File: src/rtl/ocs_pkg.sv
package ocs_pkg;
   localparam int unsigned OCS_NBIN  = 4;
   localparam int unsigned OCS_NKIND = 4;
   localparam int unsigned OCS_NCAT  = OCS_NBIN * OCS_NKIND;

   typedef enum logic [1:0] {
      KIND_ALL     = 2'd0,
      KIND_CLUS    = 2'd1,
      KIND_ISO     = 2'd2,
      KIND_ISOCLUS = 2'd3
   } ocs_kind_e;
endpackage

File: src/rtl/ocs_slot.sv
module ocs_slot #(
   parameter int unsigned W = 8
) (
   input  logic         clk,
   input  logic         rst_n,
   input  logic         load,
   input  logic         clear,
   input  logic [W-1:0] din,
   output logic [W-1:0] dout,
   output logic         full
);
   always_ff @(posedge clk or negedge rst_n) begin
      if (!rst_n) begin
         full <= 1'b0;
         dout <= '0;
      end else if (clear) begin
         full <= 1'b0;
      end else if (load) begin
         full <= 1'b1;
         dout <= din;
      end
   end
endmodule

File: src/rtl/ocs_satsum.sv
module ocs_satsum #(
   parameter int unsigned N  = 10,
   parameter int unsigned IW = 4,
   parameter int unsigned OW = 6
) (
   input  logic [N*IW-1:0] terms,
   output logic [OW-1:0]   sum
);
   localparam int unsigned GW = $clog2(N);
   localparam int unsigned FW = IW + GW;

   if (N < 2) begin : g_bad_n
      $error("ocs_satsum: N must be at least 2");
   end

   logic [FW-1:0] acc;

   always_comb begin
      acc = '0;
      for (int i = 0; i < N; i++) begin
         acc = acc + {{GW{1'b0}}, terms[i*IW +: IW]};
      end
   end

   if (OW >= FW) begin : g_wide
      assign sum = OW'(acc);
   end else begin : g_clamp
      localparam logic [FW-1:0] LIM = {{(FW-OW){1'b0}}, {OW{1'b1}}};
      assign sum = (acc > LIM) ? {OW{1'b1}} : acc[OW-1:0];
   end
endmodule

File: src/rtl/ocs_tagchk.sv
module ocs_tagchk #(
   parameter int unsigned N  = 10,
   parameter int unsigned TW = 4
) (
   input  logic [N*TW-1:0] tags,
   output logic            same
);
   always_comb begin
      same = 1'b1;
      for (int i = 1; i < N; i++) begin
         if (tags[i*TW +: TW] != tags[TW-1:0]) same = 1'b0;
      end
   end
endmodule

File: src/rtl/ocs_outreg.sv
module ocs_outreg #(
   parameter int unsigned SUMW = 96,
   parameter int unsigned HSW  = 9
) (
   input  logic            clk,
   input  logic            rst_n,
   input  logic            ld,
   input  logic [SUMW-1:0] sum_d,
   input  logic [HSW-1:0]  hit_d,
   output logic [SUMW-1:0] sum_q,
   output logic [HSW-1:0]  hit_q,
   output logic            vld_q
);
   always_ff @(posedge clk or negedge rst_n) begin
      if (!rst_n) begin
         sum_q <= '0;
         hit_q <= '0;
         vld_q <= 1'b0;
      end else begin
         vld_q <= ld;
         if (ld) begin
            sum_q <= sum_d;
            hit_q <= hit_d;
         end
      end
   end
endmodule

File: src/rtl/octant_sum.sv
module octant_sum
   import ocs_pkg::*;
#(
   parameter int unsigned NSEC      = 10,
   parameter int unsigned CW        = 4,
   parameter int unsigned SW        = 6,
   parameter int unsigned HW        = 6,
   parameter int unsigned HSW       = 9,
   parameter int unsigned TW        = 4,
   parameter bit          SPLIT_OUT = 1'b1
) (
   input  logic                     clk,
   input  logic                     rst_n,
   input  logic [NSEC-1:0]          sec_vld,
   input  logic [NSEC*TW-1:0]       sec_tag,
   input  logic [NSEC*OCS_NCAT*CW-1:0] sec_cnt,
   input  logic [NSEC*HW-1:0]       sec_hit,
   output logic [NSEC-1:0]          sec_rdy,
   output logic [OCS_NCAT*SW-1:0]   a_sum,
   output logic [HSW-1:0]           a_hit,
   output logic                     a_vld,
   output logic [OCS_NCAT*SW-1:0]   b_sum,
   output logic [HSW-1:0]           b_hit,
   output logic                     b_vld,
   output logic                     tag_err
);
   localparam int unsigned CNTW = OCS_NCAT * CW;
   localparam int unsigned RECW = TW + CNTW + HW;
   localparam int unsigned SUMW = OCS_NCAT * SW;

   if (NSEC < 2) begin : g_bad_nsec
      $error("octant_sum: NSEC must be at least 2");
   end
   if (SW < CW || HSW < HW) begin : g_bad_width
      $error("octant_sum: sum widths must not be narrower than field widths");
   end
   if (TW < 1) begin : g_bad_tag
      $error("octant_sum: TW must be at least 1");
   end

   logic [NSEC-1:0]    full;
   logic [NSEC-1:0]    take;
   logic [RECW-1:0]    rec_q [NSEC];
   logic [NSEC*TW-1:0] tag_flat;
   logic [NSEC*HW-1:0] hit_flat;
   logic               all_full;
   logic               tags_same;
   logic               done_ok;
   logic [SUMW-1:0]    sum_c;
   logic [HSW-1:0]     hit_c;

   assign all_full = &full;

   for (genvar s = 0; s < NSEC; s++) begin : g_sec
      assign sec_rdy[s] = ~full[s] & ~all_full;
      assign take[s]    = sec_vld[s] & sec_rdy[s];

      ocs_slot #(.W(RECW)) u_slot (
         .clk   (clk),
         .rst_n (rst_n),
         .load  (take[s]),
         .clear (all_full),
         .din   ({sec_tag[s*TW +: TW], sec_cnt[s*CNTW +: CNTW], sec_hit[s*HW +: HW]}),
         .dout  (rec_q[s]),
         .full  (full[s])
      );

      assign tag_flat[s*TW +: TW] = rec_q[s][RECW-1 -: TW];
      assign hit_flat[s*HW +: HW] = rec_q[s][HW-1:0];
   end

   for (genvar k = 0; k < OCS_NCAT; k++) begin : g_cat
      logic [NSEC*CW-1:0] col;
      for (genvar s = 0; s < NSEC; s++) begin : g_col
         assign col[s*CW +: CW] = rec_q[s][HW + k*CW +: CW];
      end
      ocs_satsum #(.N(NSEC), .IW(CW), .OW(SW)) u_sum (
         .terms (col),
         .sum   (sum_c[k*SW +: SW])
      );
   end

   ocs_satsum #(.N(NSEC), .IW(HW), .OW(HSW)) u_hitsum (
      .terms (hit_flat),
      .sum   (hit_c)
   );

   ocs_tagchk #(.N(NSEC), .TW(TW)) u_tag (
      .tags (tag_flat),
      .same (tags_same)
   );

   assign done_ok = all_full & tags_same;

   always_ff @(posedge clk or negedge rst_n) begin
      if (!rst_n) tag_err <= 1'b0;
      else        tag_err <= all_full & ~tags_same;
   end

   if (SPLIT_OUT) begin : g_split
      ocs_outreg #(.SUMW(SUMW), .HSW(HSW)) u_out_a (
         .clk (clk), .rst_n (rst_n), .ld (done_ok),
         .sum_d (sum_c), .hit_d (hit_c),
         .sum_q (a_sum), .hit_q (a_hit), .vld_q (a_vld)
      );
      ocs_outreg #(.SUMW(SUMW), .HSW(HSW)) u_out_b (
         .clk (clk), .rst_n (rst_n), .ld (done_ok),
         .sum_d (sum_c), .hit_d (hit_c),
         .sum_q (b_sum), .hit_q (b_hit), .vld_q (b_vld)
      );
   end else begin : g_shared
      ocs_outreg #(.SUMW(SUMW), .HSW(HSW)) u_out (
         .clk (clk), .rst_n (rst_n), .ld (done_ok),
         .sum_d (sum_c), .hit_d (hit_c),
         .sum_q (a_sum), .hit_q (a_hit), .vld_q (a_vld)
      );
      assign b_sum = a_sum;
      assign b_hit = a_hit;
      assign b_vld = a_vld;
   end
endmodule

File: config.mk
export PLATFORM = sky130hd
export DESIGN_NAME = octant_sum
export DESIGN_NICKNAME = d
export VERILOG_FILES = /design/src/rtl/ocs_pkg.sv /design/src/rtl/ocs_slot.sv /design/src/rtl/ocs_satsum.sv /design/src/rtl/ocs_tagchk.sv /design/src/rtl/ocs_outreg.sv /design/src/rtl/octant_sum.sv
export SDC_FILE = /design/constraint.sdc
export NUM_CORES = 2
export LEC_CHECK = 0
export ABC_AREA = 1
export ABC_CLOCK_PERIOD_IN_PS = 3950
export BUFFER_PORTS_ARGS = -buffer_cell sky130_fd_sc_hd__buf_2
export CORE_MARGIN = 10
export CORE_UTILIZATION = 26
export CTS_CLUSTER_SIZE = 28
export DETAILED_ROUTE_END_ITERATION = 10
export PLACE_DENSITY_LB_ADDON = 0.3
export REMOVE_ABC_BUFFERS = 1
export SYNTH_ARGS = -nofsm -noshare
export SYNTH_HDL_FRONTEND = slang
export SYNTH_HIERARCHICAL = 1
export SYNTH_SLANG_ARGS = --single-unit
File: constraint.sdc
create_clock -name clk -period 3.95 [get_ports clk]
set_input_delay 0.9875 -clock clk [delete_from_list [all_inputs] [get_ports clk]]
set_output_delay 0.9875 -clock clk [all_outputs]
set_load 0.02 [all_outputs]
After elaboration in Yosys (flattened, before gate mapping)
Cells that the tools add are included.
{ "word_totals": {"ff_bits": 857, "output_inout_bits": 223, "input_bits": 752} }
{ "classes": {"magnitude_cmp": 17, "add_sub_neg": 153, "reduce_logical": 21, "bitwise_logic": 34, "mux": 46, "eq_ne": 9} }
{ "op_table": {"columns": ["cell", "n"], "rows": [
  ["$add 8x4->8", 128],
  ["$gt 8x6->1 const B", 16],
  ["$mux 6", 16],
  ["$add 10x6->10", 8],
  ["$add 4x4->5", 16],
  ["$ne 4x4->1", 9],
  ["$mux 1", 29],
  ["$and 1x1->1", 22],
  ["$reduce_and 2->1", 10],
  ["$reduce_bool 2->1", 10],
  ["$not 1->1", 12],
  ["$gt 10x9->1 const B", 1],
  ["$reduce_and 10->1", 1],
  ["$mux 9", 1],
  ["$add 6x6->7", 1]
]} }

Depth between registers and ports, before layout
{ "depth": {"ltp_word": 12, "ltp_mapped": 21, "depth_no_buf": 21} }

Cells and area by module
Netlist, hierarchy kept.
{ "by_module_without_submodules": {"columns": ["mod", "instances", "cells_each", "area_per_inst_um2", "seq_area_each_um2"], "rows": [
  ["ocs_slot", 10, 325, 2964.1, 1876.8],
  ["ocs_satsum (g_cat[0].u_sum ...)", 13, 135, 1187.4, 0.0],
  ["ocs_outreg", 2, 445, 4003.8, 2652.5],
  ["ocs_satsum (g_cat[8].u_sum ...)", 2, 135, 1173.6, 0.0],
  ["ocs_satsum (u_hitsum)", 1, 176, 1615.3, 0.0],
  ["ocs_satsum (g_cat[7].u_sum)", 1, 134, 1194.9, 0.0],
  ["ocs_tagchk", 1, 82, 359.1, 0.0],
  ["octant_sum", 1, 44, 187.7, 25.0]
]} }

Least setup slack after synthesis
No wires, ideal clock.
{ "synth_path": {"path_type": "reg-to-reg", "start": "register g_sec[0].u_slot.dout[8]", "end": "register g_split.u_out_a.sum_q[0]", "stages_incl_launch_ff": 17, "required_ns": 3.833, "period_less_slack_ns": 4.210, "t_arrival_ns": 4.093, "slack_ns": -0.260, "n_path_buf": 0, "path_cell_list": "dfrtp_1 > inv_1 > fa_1 > inv_1 > fa_1 > fa_1 > inv_1 > fa_1 > fa_1 > inv_1 > fa_1 > inv_1 > nor3_2 > nor2_2 > nand4_1 > nand2_1 > nand2_1"} }
{ "synth_between": {"elab_chain_cells": 11} }
{ "synth_rtl": {"columns": ["element", "line", "rtl"], "rows": [
  ["start: declaration", "ocs_slot.sv:9", "output logic [W-1:0] dout,"],
  ["start signal: assignment", "ocs_slot.sv:20", "dout <= din;"],
  ["$add 4x4->5", "ocs_satsum.sv:21", "acc = acc + {{GW{1'b0}}, terms[i*IW +: IW]};"],
  ["$add 8x4->8 (8 in a row)", "ocs_satsum.sv:21", null],
  ["$gt 8x6->1", "ocs_satsum.sv:29", "assign sum = (acc > LIM) ? {OW{1'b1}} : acc[OW-1:0];"],
  ["$mux 6", "ocs_satsum.sv:29", null],
  ["named net sum_c[0]", "octant_sum.sv:49", "logic [SUMW-1:0] sum_c;"],
  ["end signal: assignment", "ocs_outreg.sv:22", "sum_q <= sum_d;"],
  ["end: declaration", "ocs_outreg.sv:10", "output logic [SUMW-1:0] sum_q,"]
]} }
The timed path passes the listed nets, and every way through them passes these cells.
A chain may end at the register's enable or synchronous reset.

Final worst setup path
{ "layout_path": {"start": "register g_sec[3].u_slot.dout[53]", "end": "register g_split.u_out_a.sum_q[70]"} }
{ "layout_between": {"elab_chain_cells": 9} }
{ "layout_rtl": {"columns": ["element", "line"], "rows": [
  ["start: declaration", "ocs_slot.sv:9"],
  ["start signal: assignment", "ocs_slot.sv:20"],
  ["$add 8x4->8 (*) (7 in a row)", "ocs_satsum.sv:21"],
  ["$gt 8x6->1", "ocs_satsum.sv:29"],
  ["$mux 6 (*)", "ocs_satsum.sv:29"],
  ["named net sum_c[70]", "octant_sum.sv:49"]
]} }
Mark *: on every way through the listed nets, which the timed path passes. The rest lies on a longest branch.

==> results.cfg <==
[sta]
timing.fmax_mhz = 227
rsz0062_at_grt = yes
fin_skew_ns = 0.0556
setup_viol = 210
hold_violations = 0
tightest_slew_ns = 1.14
maxSlewViolCount = 0
min_period_ns = 4.41
timing.final.crit_share_pct = 112
setup_tns_ns = -61.49
relSlewSlack_pct = 24.3
setup_ws_ns = -0.458

[placement]
place_congestion = 0.887
port_buffers = 974
dpl.hpwl_mm = 197
dp_cells = 10600

[drt]
detail_route.first_pass.iterations = 6
wl_mm = 270
vias_per_cell = 4.66
dr_wl_met2_mm = 125
drt_iter0_markers = 3834
highest_layer = met5
ant_nets = 0
wl_per_cell_um = 24.6
dr_wl_met3_mm = 18.9
num_vias = 51000
met1_length_mm = 113
drc = 0

[final_layout]
fin_cells = 10900
drive_gt1_share_pct = 26.4
design.final.nets = 9319
syn_to_final_growth_pct = 28.1

[critical_path]
worst_r2r_path_depth = 18
cp_slowest_stage_delay_ns = 0.58
r2r-end = g_split.u_out_a/sum_q[70]
reg2reg_from = g_sec[3].u_slot/dout[53]
crit_path_top_delay_cell = fa_1
crit_path_end_kind = flop
startpoint_type = flop
crit_path_cell_trace = inv_2 > fa_1 > inv_1 > fa_1 > fa_1 > fa_1 > inv_2 > fa_1 > inv_2 > ha_4 > nand2_2 > nand2_2 > nand2_4 > nand3_4 > nand2_4 > nand4_1 > nand2_1 > nand2_1
cp_common_cell = fa_1
worstPathMaxFanout = 6
r2r_setup_slack_ns = -0.46
worstPathArrival_ns = 5.05
worstPathRequired_ns = 4.59
crit_type = flop to flop

[synth]
ys.flop_type = dfrtp_1
ys_async_sr_fraction_pct = 100
yosys.area_share.xor_xnor_pct = 0.298
synth_seq_area_share_pct = 41.0
synthSimpleGateAreaFrac_pct = 26.2
ys_types = 34
synth_compound_area_share_pct = 0.485
muxShareOfSynthArea_pct = 0
yosysWarnings = 6
synth-seq-cells = 963
synth_cells = 6601
syn-cell-area_um2 = 58800
synth_edf_count = 0
synthAdderAreaFrac_pct = 22.8
synth_top_family_by_area = simple AND/OR/NAND/NOR gates
syn-mean-instance-area_um2 = 8.91

[global_route]
antenna_found_initial = 62
grt_pass1_wl_mm = 383
grt.total_usage_pct = 21.4
overflow = 0
grt_pass1_vias = 54100
grt_max_degree = 151

[floorplanning]
rows = 174
die-area_um2 = 246000
initial_core_util_pct = 26.1
fp.dieH_um = 496
io_pins = 975
die_w_um = 496
core_um2 = 225000

[run_status]
violations = setup timing
outcome = finished with violations

[cts]
clock-root-buffer = clkbuf_16
insertion_delay_ns = 0.80
cts_hold_buf = 0
clkTransAtPathRegs_ns = 0.06
cts_inserted_buffers = 121
htreeDepth = 3
cts_sinks = 963
clk_path_buf_depth = 3
cts_tree = done

[min_path]
holdCritPathClass = primary input to async pin

[flow_run]
cap_violations = 0
cell usage in the layout (no fill, tap or decap), types with 13 or more instances in the layout:
| master | synthesis | routed |
|---|---|---|
| xnor2_1 | 17 | 13 |
| inv_6 | 0 | 16 |
| diode_2 | 0 | 44 |
| clkbuf_8 | 0 | 22 |
| inv_1 | 952 | 826 |
| a21oi_1 | 23 | 20 |
| nand3b_1 | 33 | 33 |
| inv_2 | 16 | 132 |
| a21oi_2 | 14 | 17 |
| fa_1 | 509 | 471 |
| nand2_4 | 17 | 37 |
| fa_2 | 0 | 38 |
| ha_1 | 257 | 209 |
| dfrtp_1 | 963 | 962 |
| clkbuf_1 | 20 | 18 |
| nand3_2 | 19 | 21 |
| buf_2 | 150 | 973 |
| nand4_1 | 98 | 98 |
| buf_12 | 0 | 45 |
| nand2_2 | 60 | 103 |
| clkinv_2 | 1 | 21 |
| ha_4 | 0 | 46 |
| buf_4 | 98 | 320 |
| bufinv_16 | 0 | 15 |
| buf_6 | 18 | 23 |
| nor2_2 | 31 | 15 |
| nand3_1 | 787 | 776 |
| nor2_4 | 3 | 32 |
| nor2_1 | 35 | 23 |
| nand4_4 | 0 | 15 |
| nand2_1 | 2429 | 2356 |
| clkbuf_16 | 0 | 121 |
state kept, by name, summed over array words and instances, names as in the netlist:
signal                 count
g_sec.u_slot/dout        740
g_sec.u_slot/full         10
g_split.u_out_a/hit_q      9
g_split.u_out_a/sum_q     96
g_split.u_out_a/vld_q      1
g_split.u_out_b/hit_q      9
g_split.u_out_b/sum_q     96
g_split.u_out_b/vld_q      1
tag_err                    1
Yosys cell counts (33+ instances only):
library cell | instances | share of area [%]
nor2_1 | 35 | 0.22
dfrtp_1 | 963 | 41
nand2_1 | 2429 | 16
ha_1 | 257 | 5.5
nand2_2 | 60 | 0.64
inv_1 | 952 | 6.1
nand3b_1 | 33 | 0.42
buf_2 | 150 | 1.3
buf_4 | 98 | 1.3
nand3_1 | 787 | 6.7
nand4_1 | 98 | 1.0
fa_1 | 509 | 17
metal layers:
layer | up-vias | track usage [%]
li1 | 22600 | -
met4 | 14 | 9.62
met2 | 2121 | 34.4
met3 | 449 | 4.39
met1 | 25800 | 27.7
met5 | - | 0
worst max-delay path: cells and delay by family, from the launching register on:
kind	cells	cell delay, ns
fa+ha+maj	6	2.89
simple gates	8	0.82
flops	1	0.37
buf+inv	4	0.21
area by class of cell:
| type | instances | area (um^2) |
|---|---|---|
| antenna | 44 | 110 |
| timing repair buffer | 1362 | 8450 |
| clock inverter | 69 | 937 |
| multi-input combinational | 4379 | 30900 |
| sequential | 963 | 24100 |
| fill | 23300 | 150000 |
| inverter | 974 | 3700 |
| tap | 2992 | 3740 |
| clock buffer | 161 | 3400 |
stage by stage:
step | setup slack (ns) | util, % | hold slack (ns) | instance area (um^2)
finish | -0.458 | 33.5 | 0.141 | 75300
global route | -0.594 | 33.5 | 0.0890 | 75300
CTS | -0.442 | 33.2 | 0.0586 | 74700
detailed placement | -0.697 | 30.7 | 0.454 | 69000
global placement | -0.647 | 30.7 | 0.449 | 69000
floorplan | -6.11 | - | 0.442 | 57000
cell families (layout without fill, tap and decap cells):
| family | after synthesis | in the layout |
|---|---|---|
| AOI/OAI and AO/OA | 45 | 45 |
| xor gates and xnor gates | 20 | 20 |
| adders and majority gates | 766 | 766 |
| buffers and inverters | 1260 | 2566 |
| DFF | 963 | 963 |
| other | 0 | 44 |
| and+or+nand+nor | 3547 | 3548 |
worst max-delay path by stage:
| stage | start | endpoint | slack [ns] | depth (start not counted) |
|---|---|---|---|---|
| floorplan | g_sec[0].u_slot/dout[73] | g_split.u_out_a/hit_q[0] | -6.11 | 11 |
| global placement | g_sec[0].u_slot/dout[56] | g_split.u_out_a/sum_q[73] | -0.65 | 16 |
| detailed placement | g_sec[0].u_slot/dout[56] | g_split.u_out_a/sum_q[73] | -0.70 | 16 |
| CTS | g_sec[5].u_slot/dout[56] | g_split.u_out_b/sum_q[76] | -0.44 | 19 |
| global route | g_sec[5].u_slot/dout[28] | g_split.u_out_b/sum_q[34] | -0.59 | 20 |
| finish | g_sec[3].u_slot/dout[53] | g_split.u_out_a/sum_q[70] | -0.46 | 18 |
repair_timing:
item	in CTS	in global routing
setup buffers	31	20
cloned	1	0
endpoints found under the setup margin	210	210
gates resized for setup	276	127
pin swaps	529	194
Power is left out: the tool's default activity adds up to more than one toggle a clock period on the data nets, which glitch-free logic cannot reach.
